<file path="config.mk">
export PLATFORM = sky130hd
export DESIGN_NAME = prt_access_unit
export DESIGN_NICKNAME = d
export VERILOG_FILES = /design/src/rtl/prt_pkg.sv /design/src/rtl/prt_sanitize.sv /design/src/rtl/prt_bank.sv /design/src/rtl/prt_ctrl.sv /design/src/rtl/prt_access_unit.sv
export SDC_FILE = /design/constraint.sdc
export NUM_CORES = 2
export LEC_CHECK = 0
export BUFFER_PORTS_ARGS = -buffer_cell sky130_fd_sc_hd__buf_2
export CAP_MARGIN = 40
export CORE_MARGIN = 8
export CORE_UTILIZATION = 57
export CTS_CLUSTER_SIZE = 40
export DETAILED_ROUTE_END_ITERATION = 8
export MAX_ROUTING_LAYER = met4
export PLACE_DENSITY = 0.73
export SYNTH_ARGS = -nofsm -noshare
export SYNTH_HDL_FRONTEND = slang
export SYNTH_SLANG_ARGS = --single-unit
</file>
<file path="constraint.sdc">
create_clock -name clk -period 1.8 [get_ports clk]
set_input_delay 0.36 -clock clk [delete_from_list [all_inputs] [get_ports clk]]
set_output_delay 0.36 -clock clk [all_outputs]
set_load 0.03 [all_outputs]
</file>
<file path="src/rtl/prt_pkg.sv">
package prt_pkg;

  localparam int REG_W    = 32;
  localparam int BASE_LO  = 6;
  localparam int BASE_HI  = 30;
  localparam int IDX_W    = 5;
  localparam int BANK_BIT = 5;
  localparam int WR_BIT   = 0;
  localparam int RD_BIT   = 1;
  localparam int PERM_LO  = 2;
  localparam int PERM_W   = 3;
  localparam int MT_BIT   = 5;
  localparam int RSVD_BIT = 6;

  // bits lo..hi inclusive set; empty when hi < lo
  function automatic logic [REG_W-1:0] range_mask(input int lo, input int hi);
    logic [REG_W-1:0] m;
    m = '0;
    for (int b = 0; b < REG_W; b++) begin
      if (b >= lo && b <= hi) m[b] = 1'b1;
    end
    return m;
  endfunction

  localparam logic [REG_W-1:0] BASE_FIELD = range_mask(BASE_LO, BASE_HI);

  typedef struct packed {
    logic [REG_W-1:0]  base;
    logic [REG_W-1:0]  lim;
    logic [PERM_W-1:0] perm;
    logic              mtype;
  } entry_t;

endpackage

</file>
<file path="src/rtl/prt_sanitize.sv">
module prt_sanitize
  import prt_pkg::*;
#(
  parameter int ADDR_W    = 28,
  parameter int MIN_LG    = 10,
  parameter bit USE_LIMIT = 1'b1,
  parameter int I_IW      = 3,
  parameter int D_IW      = 4
) (
  input  logic [REG_W-1:0]  wdata,
  output logic [REG_W-1:0]  base_clean,
  output logic [REG_W-1:0]  lim_clean,
  output logic [PERM_W-1:0] perm_clean,
  output logic              mt_clean,
  output logic              wr_stb,
  output logic              rd_stb
);

  localparam logic [REG_W-1:0] BASE_KEEP =
    range_mask(MIN_LG, ADDR_W-1) & BASE_FIELD;
  localparam logic [IDX_W-1:0] I_IDX_KEEP = IDX_W'(range_mask(0, I_IW-1));
  localparam logic [IDX_W-1:0] D_IDX_KEEP = IDX_W'(range_mask(0, D_IW-1));

  logic [IDX_W-1:0] idx_keep;
  logic             bank;

  assign bank     = wdata[BANK_BIT];
  assign idx_keep = bank ? D_IDX_KEEP : I_IDX_KEEP;

  always_comb begin
    base_clean                 = wdata & BASE_KEEP;
    base_clean[BANK_BIT]       = bank;
    base_clean[IDX_W-1:0]      = wdata[IDX_W-1:0] & idx_keep;
  end

  generate
    if (USE_LIMIT) begin : g_limit
      localparam logic [REG_W-1:0] UB_KEEP = range_mask(MIN_LG, ADDR_W);
      assign lim_clean = wdata & UB_KEEP;
    end else begin : g_mask
      localparam logic [REG_W-1:0] UB_KEEP = range_mask(MIN_LG, ADDR_W-1);
      assign lim_clean = wdata & UB_KEEP;
    end
  endgenerate

  assign perm_clean = wdata[PERM_LO +: PERM_W];
  assign mt_clean   = wdata[MT_BIT];
  assign wr_stb     = wdata[WR_BIT];
  assign rd_stb     = wdata[RD_BIT];

endmodule

</file>
<file path="src/rtl/prt_bank.sv">
module prt_bank
  import prt_pkg::*;
#(
  parameter int N  = 8,
  parameter int IW = $clog2(N)
) (
  input  logic          clk,
  input  logic          rst_n,
  input  logic          we,
  input  logic [IW-1:0] idx,
  input  entry_t        wentry,
  output entry_t        rentry
);

  entry_t slot [N];

  generate
    for (genvar g = 0; g < N; g++) begin : g_ent
      entry_t ent_q;
      always_ff @(posedge clk or negedge rst_n) begin
        if (!rst_n)                      ent_q <= '0;
        else if (we && idx == IW'(g))    ent_q <= wentry;
      end
      assign slot[g] = ent_q;
    end
  endgenerate

  assign rentry = slot[idx];

  // the addressed entry holds the presented descriptor after the edge
  p_store_lands_r6: assert property (@(posedge clk) disable iff (!rst_n)
    we |=> slot[$past(idx)] == $past(wentry));

  // an entry not addressed by a store keeps its contents
  p_other_kept_r9: assert property (@(posedge clk) disable iff (!rst_n)
    (we && idx != IW'(0)) |=> $stable(slot[0]));

endmodule

</file>
<file path="src/rtl/prt_ctrl.sv">
module prt_ctrl
  import prt_pkg::*;
#(
  parameter int I_IW = 3,
  parameter int D_IW = 4
) (
  input  logic              clk,
  input  logic              rst_n,
  input  logic              cfg_we,
  input  logic              cfg_sel,
  input  logic [REG_W-1:0]  base_clean,
  input  logic [REG_W-1:0]  lim_clean,
  input  logic [PERM_W-1:0] perm_clean,
  input  logic              mt_clean,
  input  logic              wr_stb,
  input  logic              rd_stb,
  input  entry_t            i_rentry,
  input  entry_t            d_rentry,
  output logic              i_we,
  output logic              d_we,
  output entry_t            wentry,
  output logic [I_IW-1:0]   i_idx,
  output logic [D_IW-1:0]   d_idx,
  output logic [REG_W-1:0]  base_q,
  output logic [REG_W-1:0]  acc_q
);

  logic [REG_W-1:0]  base_r;
  logic [REG_W-1:0]  lim_r;
  logic [PERM_W-1:0] perm_r;
  logic              mt_r;
  logic              bank_r;
  logic              loc_wr;
  logic              att_wr;
  logic              wr_fire;
  logic              rd_fire;
  entry_t            sel_entry;

  assign bank_r  = base_r[BANK_BIT];
  assign i_idx   = base_r[I_IW-1:0];
  assign d_idx   = base_r[D_IW-1:0];
  assign loc_wr  = cfg_we && !cfg_sel;
  assign att_wr  = cfg_we && cfg_sel;
  assign wr_fire = att_wr && wr_stb;
  assign rd_fire = att_wr && rd_stb && !wr_stb;

  assign i_we = wr_fire && !bank_r;
  assign d_we = wr_fire &&  bank_r;

  always_comb begin
    sel_entry = bank_r ? d_rentry : i_rentry;
    wentry.base  = base_r & BASE_FIELD;
    wentry.lim   = lim_clean;
    wentry.perm  = perm_clean;
    wentry.mtype = mt_clean;
  end

  always_ff @(posedge clk or negedge rst_n) begin
    if (!rst_n) begin
      base_r <= '0;
      lim_r  <= '0;
      perm_r <= '0;
      mt_r   <= 1'b0;
    end else if (loc_wr) begin
      base_r <= base_clean;
    end else if (rd_fire) begin
      base_r <= (base_r & ~BASE_FIELD) | (sel_entry.base & BASE_FIELD);
      lim_r  <= sel_entry.lim;
      perm_r <= sel_entry.perm;
      mt_r   <= sel_entry.mtype;
    end else if (att_wr) begin
      lim_r  <= lim_clean;
      perm_r <= perm_clean;
      mt_r   <= mt_clean;
    end
  end

  assign base_q = base_r;

  always_comb begin
    acc_q                      = lim_r;
    acc_q[MT_BIT]              = mt_r;
    acc_q[PERM_LO +: PERM_W]   = perm_r;
  end

  // a fetch loads the selected entry by the next edge
  p_fetch_loads_r7: assert property (@(posedge clk) disable iff (!rst_n)
    rd_fire |=> ((base_q & BASE_FIELD) == ($past(sel_entry.base) & BASE_FIELD))
             && (acc_q[PERM_LO +: PERM_W] == $past(sel_entry.perm))
             && (acc_q[MT_BIT] == $past(sel_entry.mtype)));

  // index and bank survive a fetch
  p_fetch_keeps_sel_r7: assert property (@(posedge clk) disable iff (!rst_n)
    rd_fire |=> $stable(base_q[BANK_BIT:0]));

  // both strobes together store and leave the locator untouched
  p_store_wins_r8: assert property (@(posedge clk) disable iff (!rst_n)
    (att_wr && wr_stb && rd_stb) |=> $stable(base_q) && $past(i_we || d_we));

  // a store strobe enables exactly one bank
  p_one_bank_r6: assert property (@(posedge clk) disable iff (!rst_n)
    wr_fire |-> $countones({i_we, d_we}) == 1);

  // registers only change on a write
  p_quiet_r2: assert property (@(posedge clk) disable iff (!rst_n)
    !cfg_we |=> $stable(base_q) && $stable(acc_q));

endmodule

</file>
<file path="src/rtl/prt_access_unit.sv">
module prt_access_unit
  import prt_pkg::*;
#(
  parameter int ADDR_W    = 28,
  parameter int MIN_LG    = 10,
  parameter int I_REGIONS = 8,
  parameter int D_REGIONS = 16,
  parameter bit USE_LIMIT = 1'b1
) (
  input  logic              clk,
  input  logic              rst_n,
  input  logic              cfg_we,
  input  logic              cfg_sel,
  input  logic [REG_W-1:0]  cfg_wdata,
  output logic [REG_W-1:0]  base_q,
  output logic [REG_W-1:0]  acc_q
);

  localparam int I_IW = $clog2(I_REGIONS);
  localparam int D_IW = $clog2(D_REGIONS);

  logic [REG_W-1:0]  base_clean;
  logic [REG_W-1:0]  lim_clean;
  logic [PERM_W-1:0] perm_clean;
  logic              mt_clean;
  logic              wr_stb;
  logic              rd_stb;
  logic              i_we;
  logic              d_we;
  logic [I_IW-1:0]   i_idx;
  logic [D_IW-1:0]   d_idx;
  entry_t            wentry;
  entry_t            i_rentry;
  entry_t            d_rentry;

  prt_sanitize #(
    .ADDR_W(ADDR_W), .MIN_LG(MIN_LG), .USE_LIMIT(USE_LIMIT),
    .I_IW(I_IW), .D_IW(D_IW)
  ) u_sanitize (
    .wdata(cfg_wdata), .base_clean(base_clean), .lim_clean(lim_clean),
    .perm_clean(perm_clean), .mt_clean(mt_clean),
    .wr_stb(wr_stb), .rd_stb(rd_stb)
  );

  prt_ctrl #(.I_IW(I_IW), .D_IW(D_IW)) u_ctrl (
    .clk(clk), .rst_n(rst_n), .cfg_we(cfg_we), .cfg_sel(cfg_sel),
    .base_clean(base_clean), .lim_clean(lim_clean), .perm_clean(perm_clean),
    .mt_clean(mt_clean), .wr_stb(wr_stb), .rd_stb(rd_stb),
    .i_rentry(i_rentry), .d_rentry(d_rentry),
    .i_we(i_we), .d_we(d_we), .wentry(wentry),
    .i_idx(i_idx), .d_idx(d_idx), .base_q(base_q), .acc_q(acc_q)
  );

  prt_bank #(.N(I_REGIONS), .IW(I_IW)) u_ibank (
    .clk(clk), .rst_n(rst_n), .we(i_we), .idx(i_idx),
    .wentry(wentry), .rentry(i_rentry)
  );

  prt_bank #(.N(D_REGIONS), .IW(D_IW)) u_dbank (
    .clk(clk), .rst_n(rst_n), .we(d_we), .idx(d_idx),
    .wentry(wentry), .rentry(d_rentry)
  );

endmodule

</file>
# Word level (Yosys, flattened, before mapping)
# Cells that the tools add are included.
[totals] elab_cells=184 in_bits=36 latch_bits=0 mem_bits_ro=0 regBits=1220 ram_bits=0 memories=0
[classes] mul=0 n_eq_ne=22 mux=16 shift=0 add_sub_neg=0 bitwise=5 magnitude_cmp=2 n_reduce_logical=39 n_div=0
[op_table] operator="$mux 67" n=5
[op_table] operator="$bmux 68 s4" n=1
[op_table] operator="$bmux 68 s3" n=1
[op_table] operator="$mux 32" n=4
[op_table] operator="$eq 4x4->1 const B" n=8
[op_table] operator="$or 32x31->32" n=1
[op_table] operator="$logic_and 1x1->1" n=31
[op_table] operator="$eq 4x3->1 const B" n=4
[op_table] operator="$eq 3x3->1 const B" n=4
[op_table] operator="$eq 4x2->1 const B" n=2
[op_table] operator="$eq 3x2->1 const B" n=2
[op_table] operator="$mux 3" n=2
[op_table] operator="$and 5x5->5" n=1
[op_table] operator="$ge 5x5->1 const B" n=1
[op_table] operator="$not 4->5" n=1
[op_table] operator="$eq 4x1->1 const B" n=1
[op_table] operator="$ge 4x4->1 const B" n=1
[op_table] operator="$logic_not 4->1" n=1
[op_table] operator="$mux 4" n=1
[op_table] operator="$not 3->4" n=1
[op_table] operator="$reduce_bool 2->1" n=2
[op_table] operator="$eq 3x1->1 const B" n=1
[op_table] operator="$logic_not 1->1" n=3
[op_table] operator="$logic_not 3->1" n=1
[op_table] operator="other kinds (3)" n=4

# Logic depth before layout (Yosys ltp)
[logic_depth] ltp_word=8 depth_mapped=10 ltp_nobuf=5

# Hierarchy
# Synthesis repeated with hierarchy kept, for this count alone.
[unflattened] cells_unflattened=5169 hier_area_um2=77426.8
[modules_own_cells] mod="prt_bank at u_dbank" n_inst=1 area_each_um2=48457.7 cells_each=2957
[modules_own_cells] mod="prt_bank at u_ibank" n_inst=1 area_each_um2=24486.0 cells_each=1717
[modules_own_cells] mod="prt_ctrl" n_inst=1 area_each_um2=3955.0 cells_each=424
[modules_own_cells] mod="prt_sanitize" n_inst=1 area_each_um2=528.0 cells_each=71

# Worst setup path after synthesis
# Ideal clock, no wire load.
[synth_timing] path_kind="flip-flop to flip-flop" startpoint="reg u_ctrl.base_r[0] (netlist: u_ctrl.base_q[0])" endpoint="reg u_ctrl.base_r[10] (netlist: u_ctrl.base_q[10])" n_path_buf=3 arrival_time_ns=1.986 setup_slack_ns=-0.316 setup_time_ns=0.130 synth_period_minus_slack_ns=2.116 required_time_ns=1.670 stages_incl_launch_ff=7 path_cell_list="dfrtp_1 > buf_6 > buf_6 > buf_6 > mux4_1 > a2111oi_2 > o21ai_1"
[synth_via] elab_chain_cells=8 elab_cells_between_ends=12
[synth_lines] item="start: declaration" line_no="prt_ctrl.sv:28" rtl="logic [REG_W-1:0] base_r;"
[synth_lines] item="start signal: assignment" line_no="prt_ctrl.sv:65" rtl="base_r <= base_clean;"
[synth_lines] item="start signal: assignment" line_no="prt_ctrl.sv:67" rtl="base_r <= (base_r & ~BASE_FIELD) | (sel_entry.base & BASE_FIELD);"
[synth_lines] item="$not 4->5 (not written as such) / $not 3->4 (equally long branches)" line_no="prt_bank.sv:28" rtl="assign rentry = slot[idx];"
[synth_lines] item="$bmux 68 s4 / $bmux 68 s3 (equally long branches)" line_no="prt_bank.sv:28"
[synth_lines] item="$mux 67 (not written as such) (2 in series)" line_no="prt_bank.sv:28"
[synth_lines] item="$mux 67 (*)" line_no="prt_ctrl.sv:51" rtl="sel_entry = bank_r ? d_rentry : i_rentry;"
[synth_lines] item="$or 32x31->32 (*)" line_no="prt_ctrl.sv:67"
[synth_lines] item="$mux 32 (*)" line_no="prt_ctrl.sv:66" rtl="end else if (rd_fire) begin"
[synth_lines] item="$mux 32 (*)" line_no="prt_ctrl.sv:64" rtl="end else if (loc_wr) begin"
# Mark *: on every way between the ends. The rest lies on a longest branch, timed or not. The select of a mux whose other input is x is not followed.
# A chain may end at the register's enable or synchronous reset.

# Worst setup path after layout
[layout_timing] startpoint="reg u_ctrl.base_r[1] (netlist: u_ctrl.base_q[1])" endpoint="reg u_ctrl.base_r[10] (netlist: u_ctrl.base_q[10])"
# The elaborated chain is that of the path after synthesis.

==> flow_summary.ini <==
[cells_and_area]
stdcell_count = 5314
multi_input_area_um2 = 24500
nNetsFinal = 3983
final_common_cell = dfrtp_1
syn2layout_area_growth_pct = 25.4
drive_gt1_share_pct = 57.2
regArea_um2 = 30200
nFillCells = 5527
final_cell_mix = 1,195 x dfrtp_1, 788 x mux2_2, 354 x mux2_4

[pwr]
power.density_nw_per_um2 = 1100
clkPwrFrac_pct = 34.8
worst_ir_drop_vdd_uv = 858
leakage_nw = 31.8
switchingPower_w = 0.0202
combPwrFrac_pct = 20.6
switching_share_pct = 26.9
p_int_w = 0.0549
seqPwrFrac_pct = 44.6

[hold_path]
min_from = cfg_wdata[11]
hold_end = u_dbank.g_ent[0].ent_q[15]
hold_class = input port to flop
whs_path_depth = 2

[floorplanning]
num_rows = 113
die-area_um2 = 106000
core-area_um2 = 94900
initial_utilization_pct = 57.4
ios = 100
die_h_um = 325
die_x_um = 325

[worst_setup_path]
rr_worst_depth = 6
cp-end-kind = flop
worst_path_max_delay_cell = dfrtp_4
crit-reg2reg-launch = u_ctrl.base_q[1]
required_ns = 2.39
cp_top_family = compound AO/OA/AOI/OAI gates
timing.rr.end = u_ctrl.base_q[10]
ff2ff_setup_slack_ns = -0.50
critPathBufInv = 2
cp_max_fo = 10
critical_path.cell_chain = buf_6 > buf_16 > mux4_2 > a22o_1 > a2111oi_2 > o21ai_1
worst_setup_path_start_kind = flop
arrival_ns = 2.88
max_stage_delay_ns = 0.52
criticalPathCategory = flop to flop

[grt]
grt_antenna_before_repair = 9
grt_max_degree = 85
grt_pass1_wl_um = 234000
grt_use_total_pct = 29.8
grt_pass1_vias = 36800
gr-total-overflow = 0

[run]
max-cap-violations = 0

[clock_network]
cts_tree = built
clock_sinks = 1205
cts-root-buf = clkbuf_16
clk-insertion-delay-late_ns = 0.71
path_clk_slew_ns = 0.06
h-tree-depth = 3
clockBufferDepth = 3
cts_made_buffers = 121

[sta]
setup_viol_count_final = 1213
slew-limit-headroom_pct = 55.3
worst_slack_ns = -0.500
period_share_pct = 128
fmax_mhz = 435
final.min_clock_period_ns = 2.30
setup_tns_ns = -353.63
worst_pin_slew_ns = 0.670
final_max_slew_viol_count = 0
rsz0062_at_grt = true
hold_violations = 0
fin_skew_ns = 0.0234

[synth]
synth_cells = 3554
synth_seq_cells = 1205
yosysTopAreaCellShare_pct = 55.4
synth_top_area_cell = dfrtp_1
synth_seq_area_share_pct = 55.4
yosys-top-cells-area = dfrtp_1 55%, mux2_2 24%, mux4_2 8.4%
synth_cell_type_count = 49
synth-warning-count = 0
syn_area_per_cell_um2 = 15.3
synth.cell_area_um2 = 54500

[drt]
ant_nets = 0
routed_wl_um = 172000
wl_per_cell_um = 32.3
drt_first_pass_iters = 5
vias_per_cell = 6.68
drc = 0
drtIter0Drc = 3762
num_vias = 35500

[placed_design]
hpwlAfterDp_um = 100000
dp.cells = 4940
place.gp.congestion = 0.877
port_buffers = 81

[outcome]
violations = setup timing
status = finished with violations
==> registers in the layout, indices dropped and copies added, names as in the netlist <==
register and count:
u_ctrl.lim_r 19, u_dbank.g_ent.ent_q 768, u_ctrl.base_q 30, u_ibank.g_ent.ent_q 384
u_ctrl.mt_r 1, u_ctrl.perm_r 3
==> cells in the mapped netlist, drive strengths merged <==
master	instances
a2111oi	7
a211oi	34
a21oi	9
a221o	4
a22o	31
a22oi	57
a2bb2oi	1
a31oi	8
a41oi	1
and2	5
and2b	1
and3	1
and4	1
buf	217
clkbuf	140
conb	1
dfrtp	1205
inv	8
mux2	1153
mux2i	152
mux4	206
nand2	64
nand2b	4
nand3	19
nand3b	1
nand4	10
nand4b	1
nor2	34
nor2b	15
nor3	6
nor3b	2
o211ai	7
o21ai	28
o221ai	41
o22a	4
o22ai	40
o31ai	29
or2	4
or3	1
or3b	2
==> per-layer routing <==
layer / part of all wire [%] / global-route usage, %
met2: 47 / 45.8
met3: 9.0 / 7.58
met4: 5.4 / 11.9
met5: 0 / -
met1: 39 / 38.0
==> timing repair <==
item | 4_1_cts | 5_1_grt
setup buffers | 42 | 52
resized for setup | 152 | 435
setup endpoints to repair | 1204 | 1212
cloned | 6 | 46
hold endpoints to repair | 235 | 0
hold buffers | 3 | 0
pin swaps | 28 | 37
==> per-stage QoR <==
step | cell area (um^2) | hold WS [ns] | setup WS [ns] | util [%] | total power [W]
finish | 68300 | 0.0506 | -0.500 | 72.0 | 0.0751
global route | 68300 | 0.0415 | -0.533 | 72.0 | 0.0776
CTS | 64900 | 0.0100 | -0.370 | 68.4 | 0.0734
detailed placement | 59500 | 0.279 | -0.498 | 62.8 | 0.0468
global placement | 59500 | 0.275 | -0.531 | 62.8 | 0.0459
floorplan | 55000 | 0.0644 | -0.175 | - | 0.0418
==> worst max-delay path by stage <==
stage | start | endpoint | slack (ns) | cells past startpoint
2_1_floorplan | u_ctrl.base_q[1] | u_ctrl.base_q[13] | -0.18 | 9
3_3_place_gp | cfg_we | u_dbank.g_ent[8].ent_q[47] | -0.53 | 8
3_5_place_dp | cfg_we | u_dbank.g_ent[3].ent_q[47] | -0.50 | 8
4_1_cts | u_ctrl.base_q[2] | u_ctrl.base_q[10] | -0.37 | 8
5_1_grt | u_ctrl.base_q[1] | u_ctrl.base_q[10] | -0.53 | 6
6_report | u_ctrl.base_q[1] | u_ctrl.base_q[10] | -0.50 | 6
==> power groups by stage <==
stage	combinational, W	clock [W]	sequential, W
floorplan	0.00858	0	0.0332
global placement	0.0126	0	0.0333
detailed placement	0.0131	0	0.0337
CTS	0.0139	0.0263	0.0332
global route	0.0163	0.0275	0.0338
finish	0.0155	0.0262	0.0335
==> cell families after synthesis <==
family	after synthesis	share of synthesized area, %
muxes	1511	35.2
DFF	1205	55.4
buffers and inverters	365	3.82
AOI/OAI and AO/OA	301	4.13
and+or+nand+nor	171	1.49
other	1	0.00689
==> final cells by class <==
| cell class | instances | area share [%] |
|---|---|---|
| timing repair buffer | 617 | 11.5 |
| multi-input combinational | 1994 | 35.8 |
| inverter | 8 | 0.0440 |
| tap | 1265 | 2.32 |
| clock inverter | 29 | 0.561 |
| clock buffer | 186 | 5.50 |
| sequential | 1205 | 44.2 |
| antenna | 10 | 0.0366 |
Note: power is estimated with default switching activity, not from simulation.
